$ cat src/rtl/bp_dir_pkg.sv
package bp_dir_pkg;
  typedef logic [1:0] ctr_t;
  localparam ctr_t CTR_RESET = 2'b01;

  function automatic ctr_t ctr_step(ctr_t c, logic taken);
    if (taken) return (c == 2'b11) ? c : c + 2'd1;
    else       return (c == 2'b00) ? c : c - 2'd1;
  endfunction
endpackage

$ cat src/rtl/bp_ctr_table.sv
module bp_ctr_table
  import bp_dir_pkg::*;
#(
  parameter int IDX_W    = 6,
  parameter int RD_PORTS = 4
) (
  input  logic             clk_i,
  input  logic             rst_ni,
  input  logic             rd_en_i,
  input  logic [IDX_W-1:0] rd_idx_i [RD_PORTS],
  output ctr_t             rd_ctr_o [RD_PORTS],
  input  logic             wr_en_i,
  input  logic [IDX_W-1:0] wr_idx_i,
  input  ctr_t             wr_ctr_i,
  output ctr_t             wr_cur_o
);
  localparam int DEPTH = 1 << IDX_W;

  ctr_t mem_q [DEPTH];
  ctr_t rd_q  [RD_PORTS];

  assign wr_cur_o = mem_q[wr_idx_i];

  always_ff @(posedge clk_i or negedge rst_ni) begin
    if (!rst_ni) begin
      for (int k = 0; k < DEPTH; k++) mem_q[k] <= CTR_RESET;
    end else if (wr_en_i) begin
      mem_q[wr_idx_i] <= wr_ctr_i;
    end
  end

  // registered read: a same-edge write is not visible (old value)
  for (genvar p = 0; p < RD_PORTS; p++) begin : g_rd
    always_ff @(posedge clk_i or negedge rst_ni) begin
      if (!rst_ni)      rd_q[p] <= '0;
      else if (rd_en_i) rd_q[p] <= mem_q[rd_idx_i[p]];
    end
    assign rd_ctr_o[p] = rd_q[p];
  end

  p_write_lands_r5: assert property (@(posedge clk_i) disable iff (!rst_ni)
    wr_en_i |=> mem_q[$past(wr_idx_i)] == $past(wr_ctr_i));

  p_read_old_r6: assert property (@(posedge clk_i) disable iff (!rst_ni)
    (rd_en_i && wr_en_i && rd_idx_i[0] == wr_idx_i && wr_ctr_i != wr_cur_o)
      |=> rd_q[0] != mem_q[$past(wr_idx_i)]);
endmodule

$ cat src/rtl/bp_ghist.sv
module bp_ghist #(
  parameter int HIST_W = 6,
  parameter int SLOTS  = 4
) (
  input  logic              clk_i,
  input  logic              rst_ni,
  input  logic              upd_en_i,
  input  logic [SLOTS-1:0]  br_i,
  input  logic [SLOTS-1:0]  taken_i,
  input  logic              restore_i,
  input  logic [HIST_W-1:0] restore_hist_i,
  output logic [HIST_W-1:0] ghist_o
);
  logic [HIST_W-1:0] ghist_q, ghist_d;

  always_comb begin
    logic stop;
    stop    = 1'b0;
    ghist_d = ghist_q;
    if (restore_i) begin
      ghist_d = restore_hist_i;
    end else if (upd_en_i) begin
      for (int s = 0; s < SLOTS; s++) begin
        if (!stop && br_i[s]) begin
          ghist_d = {ghist_d[HIST_W-2:0], taken_i[s]};
          stop    = taken_i[s];
        end
      end
    end
  end

  always_ff @(posedge clk_i or negedge rst_ni) begin
    if (!rst_ni) ghist_q <= '0;
    else         ghist_q <= ghist_d;
  end

  assign ghist_o = ghist_q;

  p_restore_r9: assert property (@(posedge clk_i) disable iff (!rst_ni)
    restore_i |=> ghist_q == $past(restore_hist_i));

  p_idle_hold_r8: assert property (@(posedge clk_i) disable iff (!rst_ni)
    (!restore_i && (!upd_en_i || br_i == '0)) |=> $stable(ghist_q));

  p_lsb_from_slot0_r7: assert property (@(posedge clk_i) disable iff (!rst_ni)
    (!restore_i && upd_en_i && br_i[0] && taken_i[0])
      |=> ghist_q == {$past(ghist_q[HIST_W-2:0]), 1'b1});
endmodule

$ cat src/rtl/multi_slot_dir_pred.sv
module multi_slot_dir_pred
  import bp_dir_pkg::*;
#(
  parameter int SLOTS  = 4,
  parameter int IDX_W  = 6,
  parameter int ADDR_W = 32
) (
  input  logic                   clk_i,
  input  logic                   rst_ni,
  input  logic                   lookup_i,
  input  logic [ADDR_W-1:0]      next_pc_i,
  output logic                   pred_valid_o,
  output logic [SLOTS-1:0]       pred_taken_o,
  output logic [SLOTS*IDX_W-1:0] pred_idx_o,
  input  logic                   consume_i,
  input  logic [SLOTS-1:0]       fetch_br_i,
  input  logic                   restore_i,
  input  logic [IDX_W-1:0]       restore_hist_i,
  output logic [IDX_W-1:0]       ghist_o,
  input  logic                   train_valid_i,
  input  logic [IDX_W-1:0]       train_idx_i,
  input  logic                   train_taken_i
);
  localparam int HIST_W = IDX_W;

  logic [IDX_W-1:0]  idx_d [SLOTS];
  ctr_t              rd_ctr [SLOTS];
  ctr_t              train_cur;
  logic [HIST_W-1:0] ghist;
  logic [SLOTS*IDX_W-1:0] idx_q;
  logic              valid_q;

  // slot address = base + 4*slot; no per-slot PC
  for (genvar s = 0; s < SLOTS; s++) begin : g_slot
    logic [ADDR_W-1:0] slot_pc;
    assign slot_pc         = next_pc_i + ADDR_W'(4 * s);
    assign idx_d[s]        = slot_pc[IDX_W+1:2] ^ ghist[IDX_W-1:0];
    assign pred_taken_o[s] = rd_ctr[s][1];
    always_ff @(posedge clk_i or negedge rst_ni) begin
      if (!rst_ni)       idx_q[s*IDX_W +: IDX_W] <= '0;
      else if (lookup_i) idx_q[s*IDX_W +: IDX_W] <= idx_d[s];
    end
  end

  always_ff @(posedge clk_i or negedge rst_ni) begin
    if (!rst_ni) valid_q <= 1'b0;
    else         valid_q <= lookup_i;
  end

  bp_ctr_table #(.IDX_W(IDX_W), .RD_PORTS(SLOTS)) u_table (
    .clk_i    (clk_i),
    .rst_ni   (rst_ni),
    .rd_en_i  (lookup_i),
    .rd_idx_i (idx_d),
    .rd_ctr_o (rd_ctr),
    .wr_en_i  (train_valid_i),
    .wr_idx_i (train_idx_i),
    .wr_ctr_i (ctr_step(train_cur, train_taken_i)),
    .wr_cur_o (train_cur)
  );

  bp_ghist #(.HIST_W(HIST_W), .SLOTS(SLOTS)) u_ghist (
    .clk_i          (clk_i),
    .rst_ni         (rst_ni),
    .upd_en_i       (consume_i && valid_q),
    .br_i           (fetch_br_i),
    .taken_i        (pred_taken_o),
    .restore_i      (restore_i),
    .restore_hist_i (restore_hist_i),
    .ghist_o        (ghist)
  );

  assign ghist_o      = ghist;
  assign pred_valid_o = valid_q;
  assign pred_idx_o   = idx_q;

  p_hold_r2: assert property (@(posedge clk_i) disable iff (!rst_ni)
    !lookup_i |=> ($stable(pred_idx_o) && $stable(pred_taken_o) && !pred_valid_o));

  p_fresh_r2: assert property (@(posedge clk_i) disable iff (!rst_ni)
    lookup_i |=> pred_valid_o);
endmodule

$ cat config.mk
export PLATFORM = sky130hd
export DESIGN_NAME = multi_slot_dir_pred
export DESIGN_NICKNAME = d
export VERILOG_FILES = /design/src/rtl/bp_dir_pkg.sv /design/src/rtl/bp_ctr_table.sv /design/src/rtl/bp_ghist.sv /design/src/rtl/multi_slot_dir_pred.sv
export SDC_FILE = /design/constraint.sdc
export NUM_CORES = 1
export LEC_CHECK = 0
export BUFFER_PORTS_ARGS = -buffer_cell sky130_fd_sc_hd__clkbuf_2
export CORE_AREA = 3 3 108 214
export CTS_CLUSTER_SIZE = 28
export DETAILED_ROUTE_END_ITERATION = 8
export DIE_AREA = 0 0 111 217
export GPL_TIMING_DRIVEN = 0
export PLACE_DENSITY = 0.68
export SYNTH_ARGS = -nofsm -noshare
export SYNTH_HDL_FRONTEND = slang
export SYNTH_SLANG_ARGS = --single-unit
$ cat constraint.sdc
create_clock -name clk_i -period 7.3 [get_ports clk_i]
set_input_delay 0.365 -clock clk_i [delete_from_list [all_inputs] [get_ports clk_i]]
set_output_delay 0.365 -clock clk_i [all_outputs]
set_load 0.05 [all_outputs]
Word level (Yosys, flattened, before mapping)
Index checks and enable logic that the tools add are counted.
{"block": "classes", "addsub": 5, "order_cmp": 6, "n_eq_ne": 1, "n_mux": 36, "n_bitwise": 9, "n_reduce_logical": 12}
{"operator": "128-bit bitwise mux", "count": 1}
{"operator": "2-bit binary-select mux with 6-bit select", "count": 5}
{"operator": "6-bit 2-to-1 mux", "count": 6}
{"operator": "7-bit >= comparator, second input constant", "count": 5}
{"operator": "6-bit inverter with 7-bit output", "count": 5}
{"operator": "2-bit 2-to-1 mux", "count": 14}
{"operator": "6-bit XOR", "count": 4}
{"operator": "8-bit by 4-bit adder with 8-bit output, second input constant", "count": 2}
{"operator": "2-bit demux with 6-bit select", "count": 1}
{"operator": "1-bit 2-to-1 mux", "count": 9}
{"operator": "8-bit by 3-bit adder with 8-bit output, second input constant", "count": 1}
{"operator": "7-bit by 1-bit less-than comparator with 1-bit output, second input constant", "count": 1}
{"operator": "1-bit logical AND", "count": 5}
{"operator": "5-bit nonzero test", "count": 1}
{"operator": "1-bit zero test", "count": 3}
{"operator": "2-bit by 1-bit adder with 2-bit output, second input constant", "count": 1}
{"operator": "2-bit == test, second input constant", "count": 1}
{"operator": "2-bit zero test", "count": 1}
{"operator": "2-bit AND reduction", "count": 1}
{"operator": "2-bit nonzero test", "count": 1}
{"operator": "2-bit by 1-bit subtractor with 2-bit output, second input constant", "count": 1}
{"block": "word_totals", "regBits": 167, "in_bits": 55, "output_inout_bits": 35, "wordCells": 144}

Logic depth before layout (Yosys ltp)
{"block": "depth", "word_depth": 18, "ltp_mapped": 12, "mapped_depth_nobuf": 9}

Hierarchy
Synthesis repeated with hierarchy kept, for this count alone.
{"block": "unflattened", "cells_unflattened": 1135, "hier_area_um2": 13236.4}
{"module": "bp_ctr_table", "n_inst": 1, "cells_per_inst": 942, "area_per_inst_um2": 11342.1, "seq_area_each_um2": 3483.3}
{"module": "multi_slot_dir_pred", "n_inst": 1, "cells_per_inst": 106, "area_per_inst_um2": 1197.4, "seq_area_each_um2": 575.6}
{"module": "bp_ghist", "n_inst": 1, "cells_per_inst": 87, "area_per_inst_um2": 696.9, "seq_area_each_um2": 150.1}

Worst setup path before layout
Ideal clock, no wire load.
{"block": "synth_path", "path_type": "reg2reg", "from": "reg u_ghist.ghist_q[0], in the netlist u_ghist.ghist_o[0]", "to": "reg u_table.rd_q, in the netlist u_table.rd_ctr_o[1]", "setup_time_ps": 148, "t_arrival_ps": 3168, "slack_ps": 3984, "path_stages_with_launch": 10, "path_buffers": 2, "period_less_slack_ps": 3316, "path_cell_list": "dfrtp_1 -> clkbuf_1 -> xor2_2 -> buf_2 -> mux4_2 -> mux2_2 -> o311ai_0 -> a31oi_1 -> o311ai_0 -> o221ai_1"}
{"block": "synth_between", "elab_chain_len": 5}
{"item": "start: declaration", "line_no": "bp_ghist.sv:14", "text": "logic [HIST_W-1:0] ghist_q, ghist_d;"}
{"item": "start signal: assignment", "line_no": "bp_ghist.sv:34", "text": "else ghist_q <= ghist_d;"}
{"item": "6-bit XOR", "line_no": "multi_slot_dir_pred.sv:37", "text": "assign idx_d[s] = slot_pc[IDX_W+1:2] ^ ghist[IDX_W-1:0];"}
{"item": "6-bit inverter with 7-bit output (not written as such)", "line_no": "bp_ctr_table.sv:36", "text": "else if (rd_en_i) rd_q[p] <= mem_q[rd_idx_i[p]];"}
{"item": "2-bit binary-select mux with 6-bit select", "line_no": "bp_ctr_table.sv:36"}
{"item": "2-bit 2-to-1 mux (not written as such) (2 in a row)", "line_no": "bp_ctr_table.sv:36"}
{"item": "end signal: indexed assignment", "line_no": "bp_ctr_table.sv:36"}
{"item": "end: declaration", "line_no": "bp_ctr_table.sv:20", "text": "ctr_t rd_q [RD_PORTS];"}
No other way between the ends. The select of a mux whose other input is x is not followed.
A chain may end at the register's enable or synchronous reset.

Worst setup path after layout
{"block": "layout_path", "from": "reg u_ghist.ghist_q[0], in the netlist u_ghist.ghist_o[0]", "to": "reg u_table.rd_q, in the netlist u_table.rd_ctr_o[7]"}
Same word-level chain as after synthesis.

==> flow_summary.toml <==
[status]
status = "finished, violations left"
failing_checks = "capacitance limit, slew limit"

[floorplan]
die_area_sq_mm = 0.0241
die_height_um = 217
design.portCount = 90
floorplan.core_area_sq_mm = 0.0216
die_w_um = 111
floorplan.initialDensity_pct = 50.0
core.rowCount = 76

[place]
numPortBuffers = 59
global_placement_routability_congestion = 0.986
dp_hpwl_um = 28200
numPlacedInstances = 1424

[finish]
antenna-diode-count = 0
final_nets = 1230
area_of_the_multi_input_gates_sq_mm = 0.00620
area_growth_syn_to_layout_pct = 11.5
post_route_cells_drive_above_1_share_pct = 26.3
seq_area_sq_mm = 0.00411
fillCellCount = 1957
layout.cells.non_filler = 1457

[power_and_ir_drop]
p_leak_uw = 0.00464
power.density_mw_per_mm2 = 289
swShare_pct = 38.8
intPower_uw = 2130
power_frac_seq_pct = 38.1
p_comb_share_pct = 36.3
clkPwrFrac_pct = 25.6
p_switching_uw = 1350
vdd_ir_drop_max_mv = 0.183

[timing]
tightest_slew_ns = 1.53
relSlewSlack_pct = -4.34
final.setup.tns_ns = 0
grt_setup_unrepaired = "no"
skew_ns = 0.00982
number_of_hold_violations_in_the_final_report = 0
fin_crit_sh_pct = 59.2
timing.fmax_mhz = 232
slew_violations = 2
report.final.setup_viol = 0
min_period_ns = 4.32

[hold_path]
min_path_type = "in -> async"

[setup_path]
critical_path.slowest_cell = "sky130_fd_sc_hd__a2111oi_0"
path_delay_family = "compound AO/OA/AOI/OAI gates"
arrival_ns = 4.63
setup.worst_path.start_class = "register"
cp_num_buf_inv = 2
reg_to_reg_critical_path_endpoint = "u_table.rd_ctr_o[7]"
r2r.worst_path.cells = 9
cp-end-kind = "register"
cp_max_fo = 10
startpoint_of_the_worst_slack_reg_to_reg_timing_path = "u_ghist.ghist_o[0]"
critPathMaxStageDelay_ns = 1.20
crit_type = "reg -> reg"
cp-startpoint = "u_ghist.ghist_o[0]"
cp.required_ns = 7.61
worst_path_most_repeated_cell = "sky130_fd_sc_hd__a31oi_1"
crit_chain = "clkbuf_1, xor2_2, buf_2, mux4_2, nor2b_1, a2111oi_0, a31oi_1, a31oi_1, a21oi_1"
r2r_setup_slack_ns = 2.98

[synthesis]
synth.avg_cell_area_sq_um = 9.90
synth_edf_count = 0
ys_seq_area_share_pct = 38.0
proportion_of_register_bits_with_asynchronous_set_or_reset_after_synthesis_pct = 100
post_synth_inst_count = 1091
synth_top_cells_by_count = "162 x sky130_fd_sc_hd__nor2_1, 149 x sky130_fd_sc_hd__nand2_1, 97 x sky130_fd_sc_hd__dfrtp_1"
synthDominantCellAreaShare_pct = 22.5
yosys_register_bits = 161
synthesis.nets = 1150
postSynth.topFlopCell = "sky130_fd_sc_hd__dfrtp_1"
mappedNetlistArea_sq_mm = 0.0108
synth.largest_area_cell = "sky130_fd_sc_hd__dfrtp_1"
synth.most_common_cell = "sky130_fd_sc_hd__nor2_1"
synth_cell_types = 64
synth_top_cells_by_area = "sky130_fd_sc_hd__dfrtp_1 22%, sky130_fd_sc_hd__mux4_2 16%, sky130_fd_sc_hd__dfstp_2 16%, sky130_fd_sc_hd__nor2_1 5.6%, sky130_fd_sc_hd__nand2_1 5.2%"
synth_warnings = 0

[clocking]
clock_tree_from_tritoncts = "yes"
cts.sink_count = 161
clock_tree.root_cell = "sky130_fd_sc_hd__clkbuf_16"
clock_insertion_delay_worst_skew_ns = 0.45
cts_buffer_depth = 2
cts.hold.buffers_added = 0
cts_post_setup_buffers_inserted = 0
clk_pin_slew_ns = 0.07
cts_htree_levels = 4
numCtsBuffers = 17
cts_repair_resize_count = 0

[grt]
overflow = 0
initial_antenna_violation_count = 0
gr-usage-all-layers_pct = 32.7
grt_start_max_net_pins = 97
grt_pass1_wl_um = 59300
first_global_vias = 9968

[detailed_routing]
routed_wl_um = 38400
drc = 0
initialDrtViolationCount = 745
via_count = 9688
drt_pre_antenna_iters = 5
drt.antenna.violating_nets = 0
avgViaCountPerCell = 6.65
routed_wirelength_normalized_by_instance_count_um = 26.4

[run]
maxCapViolCount = 1
layout make-up:
cell class              count  area share [%]
well taps                 273            2.84
flip-flops and latches    161            34.1
repair buffers             61            2.81
clock buffers              22            3.85
multi-input cells         827            51.5
plain buffers              93            3.81
clock inverters            10           0.800
inverters                  10           0.312
power by group through the flow:
stage               clock network, uW  registers (uW)  logic, uW
floorplan                           0            1360        808
global placement                    0            1320       1220
detailed placement                  0            1330       1240
CTS                               901            1320       1250
global route                      940            1340       1350
finish                            891            1330       1260
metal layers:
layer	GRT usage [%]	wire (um)	share of wire, %
met4	29.5	4020	10
met1	32.1	12100	31
met3	6.01	2350	6.1
met2	57.4	20000	52
met5	0	0	0
kinds of logic (layout without fill, tap and decap cells):
family / count (synthesis) / count (layout) / share of synthesized area, %
adder cells (fa/ha/maj): 4 / 4 / 0.463
AND/OR/NAND/NOR: 393 / 393 / 15.7
multiplexers: 139 / 139 / 22.0
buffers and inverters: 103 / 196 / 4.60
AO/OA/AOI/OAI: 267 / 267 / 17.1
flip-flops: 161 / 161 / 38.0
XOR/XNOR: 24 / 24 / 2.09
stage by stage:
step	power [uW]	hold slack, ns	worst slack [ns]	instance area, sq um	utilization, %
after floorplan	2170	0.0694	3.98	10800	-
after global placement	2540	0.455	2.94	11400	53.0
after detailed placement	2570	0.459	2.92	11500	53.2
after CTS	3460	0.0296	3.35	12000	55.8
after global routing	3630	0.0555	2.87	12000	55.8
final	3480	0.0121	2.98	12000	55.8
cell usage in the layout (no fill, tap or decap), types with 4 or more instances in the layout:
cell,instances
sky130_fd_sc_hd__a2111oi_0,5
sky130_fd_sc_hd__a211oi_1,9
sky130_fd_sc_hd__a21oi_1,34
sky130_fd_sc_hd__a221oi_1,9
sky130_fd_sc_hd__a22oi_1,7
sky130_fd_sc_hd__a31oi_1,70
sky130_fd_sc_hd__and2_1,7
sky130_fd_sc_hd__and3b_1,5
sky130_fd_sc_hd__buf_1,11
sky130_fd_sc_hd__buf_2,28
sky130_fd_sc_hd__buf_4,7
sky130_fd_sc_hd__buf_6,7
sky130_fd_sc_hd__clkbuf_1,44
sky130_fd_sc_hd__clkbuf_16,17
sky130_fd_sc_hd__clkbuf_2,58
sky130_fd_sc_hd__dfrtp_1,97
sky130_fd_sc_hd__dfstp_2,64
sky130_fd_sc_hd__ha_1,4
sky130_fd_sc_hd__inv_1,9
sky130_fd_sc_hd__inv_4,6
sky130_fd_sc_hd__mux2_2,24
sky130_fd_sc_hd__mux2i_1,37
sky130_fd_sc_hd__mux4_2,76
sky130_fd_sc_hd__nand2_1,149
sky130_fd_sc_hd__nand2b_1,4
sky130_fd_sc_hd__nand3_1,18
sky130_fd_sc_hd__nand3b_1,6
sky130_fd_sc_hd__nor2_1,162
sky130_fd_sc_hd__nor2b_1,15
sky130_fd_sc_hd__nor3_1,7
sky130_fd_sc_hd__o21ai_0,30
sky130_fd_sc_hd__o22ai_1,8
sky130_fd_sc_hd__o2bb2ai_1,5
sky130_fd_sc_hd__o31ai_1,54
sky130_fd_sc_hd__o41ai_1,10
sky130_fd_sc_hd__or2_2,4
sky130_fd_sc_hd__xnor2_1,12
sky130_fd_sc_hd__xor2_1,10
flip-flops by register name, summed over array words and instances, names as in the netlist:
name and flops:
pred_idx_o 22, u_ghist.ghist_o 6, pred_valid_o 1, u_table.rd_ctr_o 4
u_table.mem_q 128
worst max-delay path by stage:
| stage | end | slack [ns] | cells after the start |
|---|---|---|---|
| floorplan | u_table.rd_ctr_o[1] | 3.98 | 9 |
| global placement | u_table.mem_q[113] | 2.94 | 1 |
| detailed placement | u_table.mem_q[17] | 2.92 | 11 |
| CTS | u_table.rd_ctr_o[7] | 3.35 | 9 |
| global route | u_table.rd_ctr_o[7] | 2.87 | 9 |
| finish | u_table.rd_ctr_o[7] | 2.98 | 9 |
No activity file was read; power rests on OpenSTA's default activity.
